==> config.mk <==
export PLATFORM = sky130hd
export DESIGN_NAME = lic_top
export DESIGN_NICKNAME = d
export VERILOG_FILES = /design/src/rtl/lic_pkg.sv /design/src/rtl/lic_decode.sv /design/src/rtl/lic_bank.sv /design/src/rtl/lic_top.sv
export SDC_FILE = /design/constraint.sdc
export NUM_CORES = 1
export LEC_CHECK = 0
export BUFFER_PORTS_ARGS = -buffer_cell sky130_fd_sc_hd__buf_4
export CAP_MARGIN = 10
export CORE_MARGIN = 8
export CORE_UTILIZATION = 25
export CTS_CLUSTER_DIAMETER = 200
export DETAILED_ROUTE_END_ITERATION = 7
export GPL_ROUTABILITY_DRIVEN = 0
export PLACE_DENSITY = 0.38
export SYNTH_ARGS = -nofsm -noshare
export SYNTH_HDL_FRONTEND = slang
export SYNTH_SLANG_ARGS = --single-unit
export TNS_END_PERCENT = 50
==> constraint.sdc <==
create_clock -name clk -period 1.6 [get_ports clk]
set_input_delay 0.24 -clock clk [delete_from_list [all_inputs] [get_ports clk]]
set_output_delay 0.24 -clock clk [all_outputs]
set_load 0.02 [all_outputs]
==> src/rtl/lic_pkg.sv <==
package lic_pkg;

    localparam int unsigned DATA_W = 32;

    typedef enum logic [1:0] {
        GRP_LEVEL = 2'd0,
        GRP_MASKRD = 2'd1,
        GRP_SET = 2'd2,
        GRP_CLR = 2'd3
    } lic_grp_e;

endpackage

==> src/rtl/lic_decode.sv <==
module lic_decode
    import lic_pkg::*;
#(
    parameter int unsigned NUM_WORDS = 2,
    parameter int unsigned NUM_CPUS = 2,
    parameter int unsigned ADDR_W = 12,
    localparam int unsigned BANK_W = (NUM_CPUS > 1) ? $clog2(NUM_CPUS) : 1,
    localparam int unsigned WORD_W = (NUM_WORDS > 1) ? $clog2(NUM_WORDS) : 1
) (
    input  logic [ADDR_W-1:0] addr,
    output logic              hit,
    output logic [BANK_W-1:0] bank_idx,
    output lic_grp_e          grp,
    output logic [WORD_W-1:0] word_idx
);

    localparam logic [ADDR_W-1:0] WORDS_PER_BANK = ADDR_W'(4 * NUM_WORDS);
    localparam logic [ADDR_W-1:0] WORDS_PER_GRP = ADDR_W'(NUM_WORDS);
    localparam logic [ADDR_W-1:0] BANK_LIMIT = ADDR_W'(NUM_CPUS);

    logic [ADDR_W-1:0] widx;
    logic [ADDR_W-1:0] bank_full;
    logic [ADDR_W-1:0] rem_full;
    logic [ADDR_W-1:0] grp_full;
    logic [ADDR_W-1:0] word_full;

    always_comb begin
        widx = addr >> 2;
        bank_full = widx / WORDS_PER_BANK;
        rem_full = widx % WORDS_PER_BANK;
        grp_full = rem_full / WORDS_PER_GRP;
        word_full = rem_full % WORDS_PER_GRP;
        hit = (bank_full < BANK_LIMIT);
        bank_idx = BANK_W'(bank_full);
        grp = lic_grp_e'(2'(grp_full));
        word_idx = WORD_W'(word_full);
    end

endmodule

==> src/rtl/lic_bank.sv <==
module lic_bank
    import lic_pkg::*;
#(
    parameter int unsigned NUM_WORDS = 2,
    localparam int unsigned WORD_W = (NUM_WORDS > 1) ? $clog2(NUM_WORDS) : 1,
    localparam int unsigned SRC_W = DATA_W * NUM_WORDS
) (
    input  logic              clk,
    input  logic              rst_n,
    input  logic              wr_en,
    input  lic_grp_e          grp,
    input  logic [WORD_W-1:0] word_idx,
    input  logic [DATA_W-1:0] wdata,
    input  logic [SRC_W-1:0]  src,
    output logic [SRC_W-1:0]  mask_bits,
    output logic              irq
);

    typedef struct packed {
        logic [NUM_WORDS-1:0][DATA_W-1:0] mask;
        logic                             irq;
    } bank_state_t;

    localparam bank_state_t RESET_STATE = '{mask: '1, irq: 1'b0};

    bank_state_t st_d;
    bank_state_t st_q;

    always_comb begin
        st_d = st_q;
        for (int w = 0; w < NUM_WORDS; w++) begin
            if (wr_en && (word_idx == WORD_W'(w))) begin
                if (grp == GRP_SET) begin
                    st_d.mask[w] = st_q.mask[w] | wdata;
                end else if (grp == GRP_CLR) begin
                    st_d.mask[w] = st_q.mask[w] & ~wdata;
                end
            end
        end
        st_d.irq = |(src & ~SRC_W'(st_q.mask));
    end

    always_ff @(posedge clk or negedge rst_n) begin
        if (!rst_n) begin
            st_q <= RESET_STATE;
        end else begin
            st_q <= st_d;
        end
    end

    assign mask_bits = st_q.mask;
    assign irq = st_q.irq;

    for (genvar gw = 0; gw < NUM_WORDS; gw++) begin : g_word_chk
        assert_set_sticks_R3: assert property (@(posedge clk) disable iff (!rst_n)
            (wr_en && grp == GRP_SET && word_idx == WORD_W'(gw))
            |=> ((st_q.mask[gw] & $past(wdata)) == $past(wdata)));

        assert_clr_sticks_R4: assert property (@(posedge clk) disable iff (!rst_n)
            (wr_en && grp == GRP_CLR && word_idx == WORD_W'(gw))
            |=> ((st_q.mask[gw] & $past(wdata)) == '0));
    end

    assert_idle_mask_stable_R8: assert property (@(posedge clk) disable iff (!rst_n)
        (!wr_en || grp == GRP_LEVEL || grp == GRP_MASKRD) |=> $stable(st_q.mask));

    assert_all_masked_quiet_R6: assert property (@(posedge clk) disable iff (!rst_n)
        (&st_q.mask) |=> !irq);

endmodule

==> src/rtl/lic_top.sv <==
module lic_top
    import lic_pkg::*;
#(
    parameter int unsigned NUM_WORDS = 2,
    parameter int unsigned NUM_CPUS = 2,
    parameter int unsigned ADDR_W = 12,
    localparam int unsigned SRC_W = DATA_W * NUM_WORDS,
    localparam int unsigned BANK_W = (NUM_CPUS > 1) ? $clog2(NUM_CPUS) : 1,
    localparam int unsigned WORD_W = (NUM_WORDS > 1) ? $clog2(NUM_WORDS) : 1
) (
    input  logic                clk,
    input  logic                rst_n,
    input  logic [SRC_W-1:0]    irq_src,
    input  logic                bus_valid,
    input  logic                bus_write,
    input  logic [ADDR_W-1:0]   bus_addr,
    input  logic [DATA_W-1:0]   bus_wdata,
    output logic [DATA_W-1:0]   bus_rdata,
    output logic                bus_rvalid,
    output logic [NUM_CPUS-1:0] cpu_irq
);

    typedef struct packed {
        logic [DATA_W-1:0] rdata;
        logic              rvalid;
    } rsp_state_t;

    logic              hit;
    logic [BANK_W-1:0] bank_idx;
    lic_grp_e          grp;
    logic [WORD_W-1:0] word_idx;

    logic [NUM_CPUS-1:0][SRC_W-1:0] mask_all;
    logic [SRC_W-1:0]               mask_sel;
    logic [DATA_W-1:0]              mask_word;
    logic [DATA_W-1:0]              level_word;

    rsp_state_t rsp_d;
    rsp_state_t rsp_q;

    lic_decode #(
        .NUM_WORDS(NUM_WORDS),
        .NUM_CPUS (NUM_CPUS),
        .ADDR_W   (ADDR_W)
    ) u_decode (
        .addr    (bus_addr),
        .hit     (hit),
        .bank_idx(bank_idx),
        .grp     (grp),
        .word_idx(word_idx)
    );

    for (genvar gk = 0; gk < NUM_CPUS; gk++) begin : g_bank
        logic bank_wr;
        assign bank_wr = bus_valid && bus_write && hit && (bank_idx == BANK_W'(gk));

        lic_bank #(
            .NUM_WORDS(NUM_WORDS)
        ) u_bank (
            .clk      (clk),
            .rst_n    (rst_n),
            .wr_en    (bank_wr),
            .grp      (grp),
            .word_idx (word_idx),
            .wdata    (bus_wdata),
            .src      (irq_src),
            .mask_bits(mask_all[gk]),
            .irq      (cpu_irq[gk])
        );

        assert_other_banks_untouched_R7: assert property (@(posedge clk) disable iff (!rst_n)
            (bus_valid && bus_write && !(hit && bank_idx == BANK_W'(gk)))
            |=> $stable(mask_all[gk]));
    end

    always_comb begin
        mask_sel = '0;
        for (int k = 0; k < NUM_CPUS; k++) begin
            if (bank_idx == BANK_W'(k)) begin
                mask_sel = mask_all[k];
            end
        end
        mask_word = '0;
        level_word = '0;
        for (int w = 0; w < NUM_WORDS; w++) begin
            if (word_idx == WORD_W'(w)) begin
                mask_word = mask_sel[w*DATA_W +: DATA_W];
                level_word = irq_src[w*DATA_W +: DATA_W];
            end
        end
    end

    always_comb begin
        rsp_d = '0;
        if (bus_valid && !bus_write) begin
            rsp_d.rvalid = 1'b1;
            if (hit) begin
                case (grp)
                    GRP_LEVEL: rsp_d.rdata = level_word;
                    GRP_MASKRD: rsp_d.rdata = mask_word;
                    default: rsp_d.rdata = '0;
                endcase
            end
        end
    end

    always_ff @(posedge clk or negedge rst_n) begin
        if (!rst_n) begin
            rsp_q <= '0;
        end else begin
            rsp_q <= rsp_d;
        end
    end

    assign bus_rdata = rsp_q.rdata;
    assign bus_rvalid = rsp_q.rvalid;

    assert_rvalid_follows_read_R9: assert property (@(posedge clk) disable iff (!rst_n)
        bus_rvalid |-> $past(bus_valid && !bus_write));

    assert_idle_rdata_zero_R9: assert property (@(posedge clk) disable iff (!rst_n)
        !bus_rvalid |-> (bus_rdata == '0));

    assert_oob_reads_zero_R10: assert property (@(posedge clk) disable iff (!rst_n)
        (bus_valid && !bus_write && !hit) |=> (bus_rdata == '0));

    assert_wo_regs_read_zero_R8: assert property (@(posedge clk) disable iff (!rst_n)
        (bus_valid && !bus_write && hit && (grp == GRP_SET || grp == GRP_CLR))
        |=> (bus_rdata == '0));

endmodule

-- Word level (Yosys, flattened, before mapping)
Cells that the tools add are included.
- register bits after elaboration: 163
- bits of input ports: 112
- output and inout port bits: 35
- logic and storage cells: 59
- order comparisons: 1
- equality and inequality tests: 3
- multiplexer cells: 14
- bitwise logic cells: 15
- reduce and logical (&&, ||, !) cells: 18
- operators by type and width (cell ; count):
    $mux W32 ; 11
    $and A32 B32 Y32 ; 4
    $and A64 B64 Y64 ; 2
    $not A64 Y64 ; 2
    $or A32 B32 Y32 ; 4
    $reduce_or A64 Y1 ; 2
    $mux W64 ; 1
    $pmux W32 S2 ; 1
    $mux W33 ; 1
    $not A32 Y32 ; 1
    $logic_and A1 B1 Y1 ; 9
    $reduce_and A2 Y1 ; 4
    $lt A7 B2 Y1 const B ; 1
    $eq A2 B2 Y1 const B ; 2
    $eq A2 B1 Y1 const B ; 1
    $logic_not A2 Y1 ; 1
    $not A1 Y1 ; 2
    $reduce_bool A2 Y1 ; 1
    $logic_not A1 Y1 ; 1

-- Longest topological paths before layout
- depth after elaboration: 5
- gate-level depth with buffers: 7

-- By module
A second synthesis with hierarchy kept.
- cell total of the unflattened synthesis: 857
- area total of the unflattened synthesis: 9422.8 um^2
- modules (own cells, without submodules) (module ; times used ; cells an instance ; area an instance (um^2) ; sequential area each (um^2)):
    lic_bank ; 2 ; 296 ; 3316.9 ; 1706.6
    lic_top ; 1 ; 259 ; 2741.4 ; 825.8
    lic_decode ; 1 ; 6 ; 47.5 ; 0.0

-- Least setup slack after synthesis
Ideal clock, no wire load.
- path kind: in2reg
- start: in bus_addr[5]
- end: reg rsp_q (netlist bit bus_rdata[19])
- arrival time: 1511 ps
- path slack: -43 ps
- cell stages on the path: 5
- cells stage by stage: buf_2 -> buf_2 -> mux4_2 -> a21oi_1 -> nor2_1
- RTL lines (element ; RTL line ; source):
    from (decl) ; lic_top.sv:16 ; input logic [ADDR_W-1:0] bus_addr,
    to (signal assigned) ; lic_top.sv:111 ; rsp_q <= rsp_d;
    to (decl) ; lic_top.sv:39 ; rsp_state_t rsp_q;

==> results.md <==
- Vias in the first global route: 8,650
- Required time worst endpoint: 1.87 ns
- Area contributors post-synth: dfstp_2, o31ai_1, dfrtp_1, mux4_2, nand2b_1
- Synth Area in Simple Gates: 0.122
- Total Wirelength: 41,600 µm
- CP peak stage delay: 0.52 ns
- First-pass GRT wire length: 61,800 µm
- Multi-input logic area: 4860 µm²
- Core area: 36,300 µm²
- Drt pass-1 iters: 6
- Startpoint types: register
- CTS tree: built
- Syn_area_per_cell: 10.6 µm²
- Synthesized area: 9180 µm²
- Min-delay worst type: input port to register
- Setup violators final: 1
- Synth Area in XOR/XNOR: 0
- Slowest cell on crit path: dfstp_2
- Skew-Pair Late Insertion Delay: 0.45 ns
- Reg-to-Reg End: g_bank[0].u_bank.irq$_DFF_PN0_
- Mapped Cells: 863
- Status: finished, violations left
- Clk root buf: clkbuf_16
- Filler cell count: 3,690
- Achievable frequency: 610 MHz
- Synthesized Nets: 975
- Distinct cells, synth: 26
- Final Hold Fails: 0
- Fin nets: 1,178
- CTS sink cnt: 163
- Pwr Total: 9.88 mW
- Layout Skew: 0.0173 ns
- Fin crit share: 1.02
- Reg2Reg Setup Slack: -0.04 ns
- FF-to-FF path depth: 5
- Area grow syn2layout: 37.3%
- Chip height: 208 µm
- Initial detailed-routing violation count: 655
- # IOs: 147
- Total gr overflow: 0
- CTS buffer count: 17
- Final ANT Viol Nets: 0
- Adder-Cell Fraction of Synth Area: 0
- Total GRT Usage: 0.192
- Final min period: 1.64 ns
- Pwr/cell area: 784 nW/µm²
- Buffers added on ports: 144
- Worst-Margin Slew: 0.651 ns
- CP Capture Type: register
- Largest family of logic cells by synthesized area: compound AO/OA/AOI/OAI gates
- WP data arrival: 1.91 ns
- Die area: 43,100 µm²
- Die width: 208 µm
- Via/cell ratio: 5.31
- Seq/Total Area, Yosys: 0.462
- Hold Path Depth: 2
- Compound-Gate Fraction of Synth Area: 0.257
- Initial core utilization: 0.252
- Final WS setup: -0.0390 ns
- Storage cell area: 4240 µm²
- YS warnings: 0
- Setup Slack @ Placement: -0.390 ns
- Failing checks: negative setup slack
- Worst-path cell chain: nand2b_1, o2111ai_2, nor4_4, buf_4, nand4_1
- Yosys reg bits: 163
- Synth top area share: 0.367
- H-tree level count: 4
- Hpwl dp: 29,900 µm
- Via count: 8,222
- CP max FO: 2
- Avg WL per Cell: 26.9 µm
- Leakage: 4.93 nW
- Share of cells above drive strength 1: 0.468
- Largest net degree at the start of global routing: 56
- Clock Path Buffers: 2
- Slew margin rel.: 0.566
- Multiplexer share of the synthesized area: 0.113
- Max-Cap Viols: 0
- WHS: 0.0967 ns
- Yosys top cell by area: dfstp_2
- Antenna violations before repair: 1
- Critical Setup Path Class: register to register
- Max-slew violations: 0
- RSZ-0062 raised after global routing: true
- Num rows: 70
- DRC Markers: 0
- Clk slew on worst S/H paths: 0.07 ns
- Peak VDD IR: 0.743 mV
- HP Start: bus_valid
- Hold EP: bus_rvalid$_DFF_PN0_
## cell families after synthesis
kind of cell / count (synthesis)
DFF: 163
and+or+nand+nor: 216
AOI/OAI and AO/OA: 320
buffers and inverters: 100
muxes: 64
## metrics by stage
stage | instance area (µm²) | TNS, ns | std cells | util
floorplan | 9180 | 0 | 863 | -
global placement | 11700 | -31.93 | 1512 | 0.321
detailed placement | 11700 | -34.27 | 1512 | 0.321
CTS | 12300 | -0.192 | 1546 | 0.339
global route | 12600 | -0.173 | 1547 | 0.347
finish | 12600 | -0.0390 | 1548 | 0.347
## timing repair
item                                    in CTS  in global routing
setup buffers                                0                  1
gates resized for setup                     16                 43
hold buffers                                 2                  0
cloned                                       0                  0
endpoints found under the setup margin       2                  5
pin swaps                                    2                  9
endpoints found under the hold margin       10                  0
## cells in the mapped netlist (all sizes together)
cell       n
mux2i     32
nand4      3
clkbuf    66
and4       1
or2        1
o2111ai   32
nor4       9
buf       16
dfstp    128
nand3      1
nand4b     1
inv       18
nand3b     2
or3        1
nor2b      1
nand2     33
nand2b    98
dfrtp     35
mux4      32
nor2      65
o31ai    256
a21oi     32
## worst max-delay path by stage
stage                 from                              to  slack [ns]  cells past startpoint
2_1_floorplan  bus_addr[8]                        register        0.05                      6
3_3_place_gp   bus_addr[8]                        register       -0.30                      6
3_5_place_dp   bus_addr[8]                        register       -0.39                      6
4_1_cts           register  g_bank[0].u_bank.irq$_DFF_PN0_        -0.1                      5
5_1_grt           register  g_bank[0].u_bank.irq$_DFF_PN0_       -0.11                      5
6_report          register  g_bank[0].u_bank.irq$_DFF_PN0_       -0.04                      5
## cell usage in the layout, fill, tap and decap left out, types with 9 or more instances in the layout
| master | count |
|---|---|
| a21oi_1 | 32 |
| buf_12 | 21 |
| buf_4 | 241 |
| clkbuf_16 | 17 |
| dfrtp_1 | 35 |
| dfstp_2 | 128 |
| inv_1 | 18 |
| mux2i_1 | 32 |
| mux4_2 | 32 |
| nand2_1 | 33 |
| nand2b_1 | 66 |
| nand2b_2 | 9 |
| nand2b_4 | 23 |
| nor2_1 | 65 |
| o2111ai_1 | 21 |
| o2111ai_2 | 9 |
| o31ai_1 | 256 |
## worst max-delay path: cells and delay by family (launching register included)
kind / cells / cell delay [ns]
compound gates: 1 / 0.16
buf+inv: 1 / 0.17
simple gates: 3 / 0.62
flops: 1 / 0.52
## cell type report
cell class,instances,area share
diodes,1,0.000199
clock buffers,20,0.0362
clock inverters,12,0.00963
inverters,18,0.00536
multi-input cells,600,0.385
flip-flops and latches,163,0.336
well taps,468,0.0465
repair buffers,266,0.180
## layer usage
layer | track usage | up-vias | routed length [µm]
met5 | 0 | - | 0
met2 | 0.309 | 271 | 19700
met1 | 0.261 | 4147 | 18800
met4 | 0.0495 | 0 | 740
met3 | 0.0376 | 40 | 2310
li1 | - | 3764 | -
## power by group
group	leakage, nW	internal [mW]	switching [mW]
sequential	1.80	4.18	0.0210
clock	0.271	2.26	1.98
combinational	2.86	0.544	0.892
total	4.93	6.99	2.89
Power figures use the tool's default switching activity.
